File: config.mk
export PLATFORM = sky130hd
export DESIGN_NAME = flash_erase_seq
export DESIGN_NICKNAME = d
export VERILOG_FILES = /design/src/rtl/flash_erase_pkg.sv /design/src/rtl/erase_pgdiv.sv /design/src/rtl/erase_step_pick.sv /design/src/rtl/flash_erase_seq.sv
export SDC_FILE = /design/constraint.sdc
export NUM_CORES = 1
export LEC_CHECK = 0
export BUFFER_PORTS_ARGS = -buffer_cell sky130_fd_sc_hd__buf_4
export CAP_MARGIN = 10
export CORE_MARGIN = 1.5
export CORE_UTILIZATION = 56
export CTS_CLUSTER_DIAMETER = 60
export DETAILED_ROUTE_END_ITERATION = 12
export PLACE_DENSITY = 0.78
export SLEW_MARGIN = 0
export SYNTH_ARGS = -nofsm -noshare
export SYNTH_HDL_FRONTEND = slang
export SYNTH_SLANG_ARGS = --single-unit
File: constraint.sdc
create_clock -name clk -period 5.4 [get_ports clk]
set_input_delay 0.81 -clock clk [delete_from_list [all_inputs] [get_ports clk]]
set_output_delay 0.81 -clock clk [all_outputs]
set_load 0.02 [all_outputs]
File: src/rtl/flash_erase_pkg.sv
package flash_erase_pkg;
  localparam logic [7:0] OP_PAGE_ERASE  = 8'h81;
  localparam logic [7:0] OP_BLOCK_ERASE = 8'h50;
  localparam logic [7:0] OP_STATUS      = 8'hD7;
  localparam int BLOCK_PAGES   = 8;
  localparam int BLOCK_ALIGN_W = $clog2(BLOCK_PAGES);

  typedef enum logic [2:0] {
    ST_IDLE, ST_DIV, ST_CHECK, ST_STEP, ST_CMD, ST_GAP, ST_POLL, ST_FIN
  } seq_state_e;
endpackage

File: src/rtl/erase_pgdiv.sv
module erase_pgdiv #(
  parameter int DW = 24,
  parameter int VW = 11,
  parameter int QW = 16
) (
  input  logic          clk,
  input  logic          rst_n,
  input  logic          load_i,
  input  logic [DW-1:0] dividend_i,
  input  logic [VW-1:0] divisor_i,
  input  logic [QW-1:0] limit_i,
  output logic          fin_o,
  output logic [QW:0]   quot_o,
  output logic          inexact_o,
  output logic          over_o
);
  logic          run_q, run_d;
  logic [DW-1:0] rem_q, rem_d;
  logic [VW-1:0] dvs_q;
  logic [QW-1:0] lim_q;
  logic [QW:0]   quot_q, quot_d;
  logic          over, fits;

  assign over = quot_q > {1'b0, lim_q};
  assign fits = rem_q >= DW'(dvs_q);

  always_comb begin
    run_d  = run_q;
    rem_d  = rem_q;
    quot_d = quot_q;
    if (load_i) begin
      run_d  = 1'b1;
      rem_d  = dividend_i;
      quot_d = '0;
    end else if (run_q) begin
      if (over || !fits) begin
        run_d = 1'b0;
      end else begin
        rem_d  = rem_q - DW'(dvs_q);
        quot_d = quot_q + 1'b1;
      end
    end
  end

  always_ff @(posedge clk or negedge rst_n) begin
    if (!rst_n) begin
      run_q  <= 1'b0;
      rem_q  <= '0;
      quot_q <= '0;
    end else begin
      run_q  <= run_d;
      rem_q  <= rem_d;
      quot_q <= quot_d;
    end
  end

  always_ff @(posedge clk or negedge rst_n) begin
    if (!rst_n) begin
      dvs_q <= '0;
      lim_q <= '0;
    end else if (load_i) begin
      dvs_q <= divisor_i;
      lim_q <= limit_i;
    end
  end

  assign fin_o     = !run_q;
  assign quot_o    = quot_q;
  assign inexact_o = rem_q != '0;
  assign over_o    = over;

  // the quotient search stops one past the device size
  p_quot_bound_r1: assert property (@(posedge clk) disable iff (!rst_n)
    run_q |-> (quot_q <= ({1'b0, lim_q} + 1'b1)));
endmodule

File: src/rtl/erase_step_pick.sv
module erase_step_pick
  import flash_erase_pkg::*;
#(
  parameter int PG_W = 16,
  parameter int SH_W = 4
) (
  input  logic [PG_W-1:0] pg_i,
  input  logic [PG_W-1:0] rem_i,
  input  logic [SH_W-1:0] shift_i,
  output logic [7:0]      opcode_o,
  output logic [15:0]     dev_hi_o,
  output logic [PG_W-1:0] step_o
);
  localparam int WIDE_W = PG_W + (1 << SH_W);
  logic use_block;

  assign use_block = (pg_i[BLOCK_ALIGN_W-1:0] == '0) &&
                     (rem_i >= PG_W'(BLOCK_PAGES));
  assign opcode_o  = use_block ? OP_BLOCK_ERASE : OP_PAGE_ERASE;
  assign step_o    = use_block ? PG_W'(BLOCK_PAGES) : PG_W'(1);
  assign dev_hi_o  = 16'((WIDE_W'(pg_i) << shift_i) >> 8);
endmodule

File: src/rtl/flash_erase_seq.sv
module flash_erase_seq
  import flash_erase_pkg::*;
#(
  parameter int ADDR_W     = 24,
  parameter int PS_W       = 11,
  parameter int SH_W       = 4,
  parameter int PG_W       = 16,
  parameter int POLL_LIMIT = 4096
) (
  input  logic              clk,
  input  logic              rst_n,
  input  logic              start_i,
  input  logic [ADDR_W-1:0] addr_i,
  input  logic [ADDR_W-1:0] len_i,
  input  logic [PS_W-1:0]   page_size_i,
  input  logic [SH_W-1:0]   page_shift_i,
  input  logic [PG_W-1:0]   dev_pages_i,
  output logic              busy_o,
  output logic              done_o,
  output logic              range_err_o,
  output logic              timeout_err_o,
  output logic              cs_n_o,
  output logic              byte_req_o,
  output logic [7:0]        byte_tx_o,
  input  logic              byte_ack_i,
  input  logic [7:0]        byte_rx_i
);
  localparam int POLL_W = $clog2(POLL_LIMIT + 1);

  logic rst_meta_q, rst_sync_n;
  always_ff @(posedge clk or negedge rst_n) begin
    if (!rst_n) begin
      rst_meta_q <= 1'b0;
      rst_sync_n <= 1'b0;
    end else begin
      rst_meta_q <= 1'b1;
      rst_sync_n <= rst_meta_q;
    end
  end

  seq_state_e        state_q, state_d;
  logic [PG_W-1:0]   pg_q, pg_d, rem_q, rem_d, pages_q;
  logic [SH_W-1:0]   sh_q;
  logic [1:0]        bidx_q, bidx_d;
  logic [POLL_W-1:0] polls_q, polls_d;
  logic [7:0]        op_q;
  logic [15:0]       dhi_q;
  logic              rerr_q, rerr_d, terr_q, terr_d;
  logic              accept, ld_step, range_bad, dev_ready;

  logic            a_fin, a_inx, a_over, l_fin, l_inx, l_over;
  logic [PG_W:0]   a_q, l_q;
  logic [7:0]      p_op;
  logic [15:0]     p_dhi;
  logic [PG_W-1:0] p_step;

  assign accept = (state_q == ST_IDLE) && start_i;

  erase_pgdiv #(.DW(ADDR_W), .VW(PS_W), .QW(PG_W)) u_div_addr (
    .clk(clk), .rst_n(rst_sync_n), .load_i(accept), .dividend_i(addr_i),
    .divisor_i(page_size_i), .limit_i(dev_pages_i), .fin_o(a_fin),
    .quot_o(a_q), .inexact_o(a_inx), .over_o(a_over));

  erase_pgdiv #(.DW(ADDR_W), .VW(PS_W), .QW(PG_W)) u_div_len (
    .clk(clk), .rst_n(rst_sync_n), .load_i(accept), .dividend_i(len_i),
    .divisor_i(page_size_i), .limit_i(dev_pages_i), .fin_o(l_fin),
    .quot_o(l_q), .inexact_o(l_inx), .over_o(l_over));

  erase_step_pick #(.PG_W(PG_W), .SH_W(SH_W)) u_pick (
    .pg_i(pg_q), .rem_i(rem_q), .shift_i(sh_q),
    .opcode_o(p_op), .dev_hi_o(p_dhi), .step_o(p_step));

  assign range_bad = a_inx || l_inx || a_over || l_over ||
                     (({1'b0, a_q} + {1'b0, l_q}) > (PG_W+2)'(pages_q));
  assign dev_ready = byte_rx_i[7] && (byte_rx_i != 8'hFF);

  always_comb begin
    state_d = state_q;
    pg_d    = pg_q;
    rem_d   = rem_q;
    bidx_d  = bidx_q;
    polls_d = polls_q;
    rerr_d  = rerr_q;
    terr_d  = terr_q;
    ld_step = 1'b0;
    unique case (state_q)
      ST_IDLE: if (start_i) begin
        state_d = ST_DIV;
        rerr_d  = 1'b0;
        terr_d  = 1'b0;
      end
      ST_DIV: if (a_fin && l_fin) state_d = ST_CHECK;
      ST_CHECK: if (range_bad) begin
        rerr_d  = 1'b1;
        state_d = ST_FIN;
      end else begin
        pg_d    = a_q[PG_W-1:0];
        rem_d   = l_q[PG_W-1:0];
        state_d = ST_STEP;
      end
      ST_STEP: if (rem_q == '0) begin
        state_d = ST_FIN;
      end else begin
        ld_step = 1'b1;
        bidx_d  = 2'd0;
        polls_d = '0;
        state_d = ST_CMD;
      end
      ST_CMD: if (byte_ack_i) begin
        if (bidx_q == 2'd3) state_d = ST_GAP;
        else                bidx_d  = bidx_q + 2'd1;
      end
      ST_GAP: begin
        bidx_d  = 2'd0;
        state_d = ST_POLL;
      end
      ST_POLL: if (byte_ack_i) begin
        if (bidx_q == 2'd0) begin
          bidx_d = 2'd1;
        end else if (dev_ready) begin
          pg_d    = pg_q + p_step;
          rem_d   = rem_q - p_step;
          state_d = ST_STEP;
        end else if (polls_q == POLL_W'(POLL_LIMIT - 1)) begin
          terr_d  = 1'b1;
          state_d = ST_FIN;
        end else begin
          polls_d = polls_q + 1'b1;
          state_d = ST_GAP;
        end
      end
      ST_FIN:  state_d = ST_IDLE;
      default: state_d = ST_IDLE;
    endcase
  end

  always_ff @(posedge clk or negedge rst_sync_n) begin
    if (!rst_sync_n) begin
      state_q <= ST_IDLE;
      pg_q    <= '0;
      rem_q   <= '0;
      bidx_q  <= '0;
      polls_q <= '0;
      rerr_q  <= 1'b0;
      terr_q  <= 1'b0;
    end else begin
      state_q <= state_d;
      pg_q    <= pg_d;
      rem_q   <= rem_d;
      bidx_q  <= bidx_d;
      polls_q <= polls_d;
      rerr_q  <= rerr_d;
      terr_q  <= terr_d;
    end
  end

  always_ff @(posedge clk or negedge rst_sync_n) begin
    if (!rst_sync_n) begin
      pages_q <= '0;
      sh_q    <= '0;
    end else if (accept) begin
      pages_q <= dev_pages_i;
      sh_q    <= page_shift_i;
    end
  end

  always_ff @(posedge clk or negedge rst_sync_n) begin
    if (!rst_sync_n) begin
      op_q  <= '0;
      dhi_q <= '0;
    end else if (ld_step) begin
      op_q  <= p_op;
      dhi_q <= p_dhi;
    end
  end

  always_comb begin
    byte_tx_o = 8'h00;
    if (state_q == ST_CMD) begin
      unique case (bidx_q)
        2'd0:    byte_tx_o = op_q;
        2'd1:    byte_tx_o = dhi_q[15:8];
        2'd2:    byte_tx_o = dhi_q[7:0];
        default: byte_tx_o = 8'h00;
      endcase
    end else if (state_q == ST_POLL) begin
      byte_tx_o = (bidx_q == 2'd0) ? OP_STATUS : 8'h00;
    end
  end

  assign byte_req_o    = (state_q == ST_CMD) || (state_q == ST_POLL);
  assign cs_n_o        = !byte_req_o;
  assign busy_o        = (state_q != ST_IDLE) && (state_q != ST_FIN);
  assign done_o        = state_q == ST_FIN;
  assign range_err_o   = rerr_q;
  assign timeout_err_o = terr_q;

  // a requested byte is held until acknowledged
  p_req_hold_r10: assert property (@(posedge clk) disable iff (!rst_sync_n)
    (byte_req_o && !byte_ack_i) |=> (byte_req_o && $stable(byte_tx_o)));
  // done lasts one cycle and is followed by idle
  p_done_pulse_r7: assert property (@(posedge clk) disable iff (!rst_sync_n)
    done_o |=> (!done_o && !busy_o));
  // a block frame only goes out on an aligned index with eight pages left
  p_block_align_r3: assert property (@(posedge clk) disable iff (!rst_sync_n)
    (state_q == ST_CMD && op_q == OP_BLOCK_ERASE) |->
      (pg_q[BLOCK_ALIGN_W-1:0] == '0 && rem_q >= PG_W'(BLOCK_PAGES)));
  // outside the load, the remaining count only shrinks
  p_rem_shrinks_r4: assert property (@(posedge clk) disable iff (!rst_sync_n)
    ($past(state_q) != ST_CHECK && !$stable(rem_q)) |-> (rem_q < $past(rem_q)));
  // a rejected request keeps chip select high
  p_err_quiet_r1: assert property (@(posedge clk) disable iff (!rst_sync_n)
    range_err_o |-> cs_n_o);
  // start during the done cycle leads back to idle
  p_fin_start_r8: assert property (@(posedge clk) disable iff (!rst_sync_n)
    (done_o && start_i) |=> !busy_o);
endmodule

* After elaboration in Yosys (flattened, before gate mapping) *
Index checks and enable logic that the tools add are counted.

cells by class
  $add $sub $neg = 9
  $mul = 0
  div/mod/pow operators = 0
  $lt $le $gt $ge = 6
  eq/ne operators = 30
  shift-type cells = 1
  mux-type cells = 67
  bitwise gates (word level) = 0
  reductions and logical operators = 39

operator list
  kind                                                                    number
  24-bit 2-to-1 mux                                                       6
  16-bit 2-to-1 mux                                                       8
  17-bit 2-to-1 mux                                                       6
  13-bit 2-to-1 mux                                                       5
  16-bit one-hot mux with 2 select lines                                  2
  24-bit by 11-bit >= comparator with 1-bit output                        2
  24-bit nonzero test                                                     2
  24-bit by 11-bit subtractor with 24-bit output                          2
  17-bit by 1-bit adder with 17-bit output, second input constant         2
  17-bit by 16-bit > comparator with 1-bit output                         2
  2-bit != test, second input constant                                    17
  8-bit 2-to-1 mux                                                        4
  13-bit one-hot mux with 2 select lines                                  1
  3-bit 2-to-1 mux                                                        8
  3-bit one-hot mux with 8 select lines                                   1
  8-bit one-hot mux with 3 select lines                                   1
  6-bit AND reduction                                                     4
  16-bit by 4-bit << shifter with 24-bit output                           1
  17-bit by 17-bit adder with 18-bit output                               1
  18-bit by 16-bit > comparator with 1-bit output                         1
  16-bit adder                                                            1
  16-bit by 4-bit >= comparator with 1-bit output, second input constant  1
  16-bit logical NOT                                                      1
  16-bit subtractor                                                       1
  other kinds (26)                                                        72

storage, ports and cells
  flip-flop bits (word level) = 193
  bits in latches = 0
  bits in writable memories = 0
  ROM bits = 0
  input port bits = 91
  output and inout bits = 14
  word-level logic and storage cells = 172
  memories = 0

* Depth between registers and ports, before layout *
  depth in word-level cells = 8
  mapped depth = 22
  gate-level depth less buffers = 20

* Modules after synthesis *
From an unflattened synthesis, not the netlist that was laid out.

unflattened totals
  cell total of the unflattened synthesis = 1932
  area, all modules = 17061.4 sq um

modules (own cells, without submodules)
  module                     instances  cells an instance  area each (sq um)  seq. area each (sq um)
  flash_erase_seq            1          843                7335.8             2452.4
  erase_pgdiv at u_div_len   1          479                4329.2             1726.7
  erase_pgdiv at u_div_addr  1          478                4310.4             1726.7
  erase_step_pick            1          132                1086.0             0.0

* Worst setup path before layout *
Ideal clock, no wire load.

  path type = flip-flop to flip-flop
  from = register u_div_addr.quot_q[2] (netlist: u_div_addr.quot_o[2])
  to = register pg_q[3]
  library setup time = 0.125 ns
  data arrival time = 4.018 ns
  required time = 5.275 ns
  setup slack = 1.257 ns
  cell stages (with the launch flop) = 21
  path buffers = 1
  period minus slack after synthesis = 4.143 ns
  path through = dfrtp_1 -> ha_1 -> o21ai_0 -> o21ai_0 -> nand4_1 -> a2111o_1 -> a21boi_0 -> o21a_1 -> o21a_1 -> nor2_1 -> xnor2_1 -> ha_1 -> nand4_1 -> nor3_1 -> a211oi_1 -> a32oi_1 -> a21oi_1 -> o2111a_2 -> nand2b_1 -> buf_6 -> mux2_2

between the ends
  cells in the longest elaborated chain, start to end = 6
  elaborated cells on any way between the ends = 8
  those cells by class = add/sub: 1; order compare: 2; eq/ne: 1; reduce/logical: 4

ends and longest elaborated chain
  element                                                                            RTL line                text
  start: declaration                                                                 erase_pgdiv.sv:21       logic [QW:0] quot_q, quot_d;
  start signal: assignment                                                           erase_pgdiv.sv:53       quot_q <= quot_d;
  branches (longest 3 deep; another with 17-bit by 17-bit adder with 18-bit output)  --
  1-bit logical OR *                                                                 flash_erase_seq.sv:73   assign range_bad = a_inx || l_inx || a_over || l_over ||
  2-bit != test (no line) *                                                          --
  5-bit AND reduction (no line) *                                                    --
  end signal: assignment                                                             flash_erase_seq.sv:148  pg_q <= pg_d;
  end: declaration                                                                   flash_erase_seq.sv:42   logic [PG_W-1:0] pg_q, pg_d, rem_q, rem_d, pages_q;

Mark *: on every way between the ends.
A chain may end at the register's enable or synchronous reset.

* Worst setup path after layout *
  from = register u_div_addr.quot_q[2] (netlist: u_div_addr.quot_o[2])
  to = register rem_q[15]

between the ends
  cells in the longest elaborated chain, start to end = 6
  elaborated cells on any way between the ends = 8
  those cells by class = add/sub: 1; order compare: 2; eq/ne: 1; reduce/logical: 4

ends and longest elaborated chain
  element                                                                            RTL line                text
  branches (longest 3 deep; another with 17-bit by 17-bit adder with 18-bit output)  --
  1-bit logical OR *                                                                 flash_erase_seq.sv:73
  2-bit != test (no line) *                                                          --
  5-bit AND reduction (no line) *                                                    --
  end signal: assignment                                                             flash_erase_seq.sv:149  rem_q <= rem_d;
  end: declaration                                                                   flash_erase_seq.sv:42

Marks and branches as above.

==> summary.txt <==
Status
  • Status: finished, final reports clean

Synth
  • Register area share after synthesis: 35.9%
  • Mapped cell area: 13000 um^2
  • Asr flop ratio synth: 100%
  • Syn Inst Count: 1558
  • Avg Inst Size Synth: 8.36 um^2
  • Synth cell types: 76
  • FF+latch count, synth: 187
  • Share of the synthesized area in the top cell type: 35.9%
  • Synth area leader: dfrtp_1
  • Post-synth EDFFs: 0
  • Top FF cell, synth: dfrtp_1
  • Syn. warnings: 0
  • Synth top area cells: dfrtp_1, ha_1, nand2_1, o21ai_0, nor2_1
  • Syn nets: 1752

Timing
  • Setup violators final: 0
  • Max Clk Rate: 206 MHz
  • Relative slew slack: 27.2%
  • RSZ-0062 raised after global routing: false
  • Final Hold Vio Count: 0
  • Worst-Margin Slew: 1.09 ns
  • Period utilization: 90.0%
  • Setup tns final: 0 ns
  • Slew Viols, Final: 0
  • Min Clock Period, post-route: 4.86 ns
  • Setup Skew: 0.0141 ns

Cells and area
  • Area Overhead vs Synth: 12.3%
  • ANT cells: 0
  • Reg area: 4680 um^2
  • Nets: 1820
  • Fin util: 64.4%
  • Share of cells above drive strength 1: 11.7%
  • Multi-input gate area: 7810 um^2
  • Layout filler cell count: 1935

Route
  • Drt pass-1 iters: 5
  • DRT antenna net count: 0
  • DR vias/cell: 6.13
  • DRC viols: 0
  • Via count: 11786
  • DR iter-0 viols: 1037
  • Routed WL per cell: 17.9 um
  • WL final: 34500 um

Worst setup path
  • R2R Setup Slk: 0.54 ns
  • Worst Setup Start Kind: register
  • Setup CP Type: register to register
  • Slowest-stage cell, CP: dfrtp_1
  • CP Max Fanout: 24
  • Cells along the critical path: ha_1 > o21ai_0 > o21ai_0 > nand4_1 > a2111o_1 > a21boi_0 > o21a_1 > o21a_1 > nor2_1 > xnor2_1 > ha_1 > nand4_1 > nor3_1 > a211oi_1 > a32oi_1 > a21oi_1 > o2111a_2 > nand2b_1 > buf_4 > nor2_1 > a211oi_2
  • Endpoint type of the worst setup path: register
  • Worst EP required: 5.75 ns
  • CP peak stage delay: 0.47 ns
  • Worst Path Arrival: 5.21 ns

Power
  • Power Density: 620 nW/um^2
  • Leak: 6.41 nW
  • Worst VDD drop: 338 uV

Clocking
  • CTS resizes: 0
  • Sinks on Clock Net: 187
  • CTS Buf Count: 17
  • Root buf cell: clkbuf_16
  • Clock tree from TritonCTS: yes
  • CTS clk-pin slew, worst paths: 0.07 ns
  • CTS Buffer Depth: 2
  • Hold_buf cts: 0
  • Worst-Skew Late Latency: 0.44 ns
  • Post-CTS setup buffers: 0
  • H-Tree Depth: 4

Die
  • Die Y: 155 um
  • Top Ports: 105
  • Floorplan row count: 55
  • Core ar.: 22700 um^2
  • Die Width: 155 um
  • Starting Density: 57.3%
  • Die Area: 24200 um^2

Global routing
  • Maximum number of pins on one net before global-route repair: 122
  • Vias in the first global route: 11333
  • Initial antenna violation count: 0
  • GRT Total Usage: 29.1%
  • First-pass GRT wire length: 55900 um
  • Remaining global-route overflow: 0

Placement
  • HPWL after DPL: 25200 um
  • Gpl congestion: 0.942
  • # port buffers: 104

Run
  • Max Cap Violations: 0

Worst hold path
  • Hold Crit Class: primary input to async pin
[cells in the final DEF, fill, tap and decap left out, types with 5 or more instances in the layout]
master	instances
a211oi_1	34
a21o_1	17
a21oi_1	99
a22oi_1	12
a31o_2	5
a31oi_1	16
and2_1	14
and3_1	21
buf_4	117
clkbuf_16	17
dfrtp_1	186
ha_1	100
inv_1	68
mux2_2	9
mux2i_1	15
nand2_1	206
nand2b_1	20
nand3_1	52
nand4_1	23
nor2_1	141
nor2b_1	14
nor3_1	35
nor4_1	21
o211ai_1	6
o21a_1	16
o21ai_0	153
o21ai_1	6
o22ai_1	8
o31ai_1	7
or2_2	5
or3_1	17
xnor2_1	53
xor2_1	26
[per-layer routing]
metal / global-route usage [%] / vias to the layer above / wire length (um)
li1: - / 5699 / -
met2: 48.8 / 410 / 16700
met5: 0 / - / 0
met4: 10.2 / 0 / 842
met3: 4.79 / 54 / 2060
met1: 38.1 / 5623 / 14800
[sequential cells by signal, summed over array words and instances, names as in the netlist, 2 cells and up]
register,cells
u_div_len.dvs_q,11
u_div_len.rem_q,24
bidx_q,2
rem_q,16
u_div_len.lim_q,16
op_q,2
polls_q,13
u_div_addr.quot_o,17
dhi_q,16
sh_q,4
u_div_len.quot_o,17
state_q,3
u_div_addr.rem_q,24
pg_q,16
[report_power, final]
group          total, W  switching [W]  internal [W]
Combinational   0.00497        0.00292       0.00205
Clock           0.00135       0.000604      0.000743
Sequential      0.00275       0.000768       0.00198
[final cells by class]
cell class                 count  area share (%)
inverter                      70            1.80
tap                          285            2.44
multi-input combinational   1232            53.4
timing repair buffer         118            6.15
sequential                   187            32.0
clock buffer                  19            2.96
clock inverter                13            1.22
[worst max-delay path: cells and delay by family (launching register included)]
kind	cells	cell delay [ns]
XOR/XNOR	1	0.12
AO/OA/AOI/OAI	11	2.43
AND/OR/NAND/NOR	6	0.75
adder cells (fa/ha/maj)	2	0.70
flip-flops	1	0.47
buffers and inverters	1	0.31
[cell usage after synthesis (all sizes together) (38+ instances only)]
library cell  instances
xnor2                53
inv                  68
nand2               206
dfrtp               187
o21ai               159
a211oi               38
nand3                52
nor2                142
a21oi                99
ha                  100
clkbuf               52
nor3                 39
[logic make-up after synthesis]
family | count (synthesis) | share of synthesized area [%]
AND/OR/NAND/NOR | 598 | 21.8
AO/OA/AOI/OAI | 423 | 19.9
flip-flops | 187 | 35.9
buffers and inverters | 139 | 4.27
adder cells (fa/ha/maj) | 103 | 10.1
XOR/XNOR | 79 | 5.31
multiplexers | 28 | 2.62
other | 1 | 0.0288
[per-stage QoR]
step | total power (W) | std cells | setup slack (ns) | instance area [um^2] | hold WS (ns)
finish | 0.00906 | 1924 | 0.540 | 14600 | 0.133
CTS | 0.00901 | 1922 | 0.380 | 14600 | 0.124
global placement | 0.00744 | 1890 | 0.561 | 14000 | 0.337
floorplan | 0.00630 | 1558 | 1.26 | 13000 | 0.331
global route | 0.00980 | 1924 | 0.193 | 14600 | 0.117
detailed placement | 0.00762 | 1890 | 0.397 | 14000 | 0.342
[final timing paths]
kind | start | to | cells past startpoint
min in group clk | rst_meta_q | rst_sync_n | 0
setup reg to reg | u_div_addr.quot_o[2] | rem_q[15] | 21
hold / removal | rst_n | rst_sync_n | 1
max in group asynchronous | rst_sync_n | pg_q[8] | 1
setup / recovery | u_div_addr.quot_o[2] | rem_q[15] | 21
hold reg to reg | rst_meta_q | rst_sync_n | 0
Power figures use the tool's default switching activity.
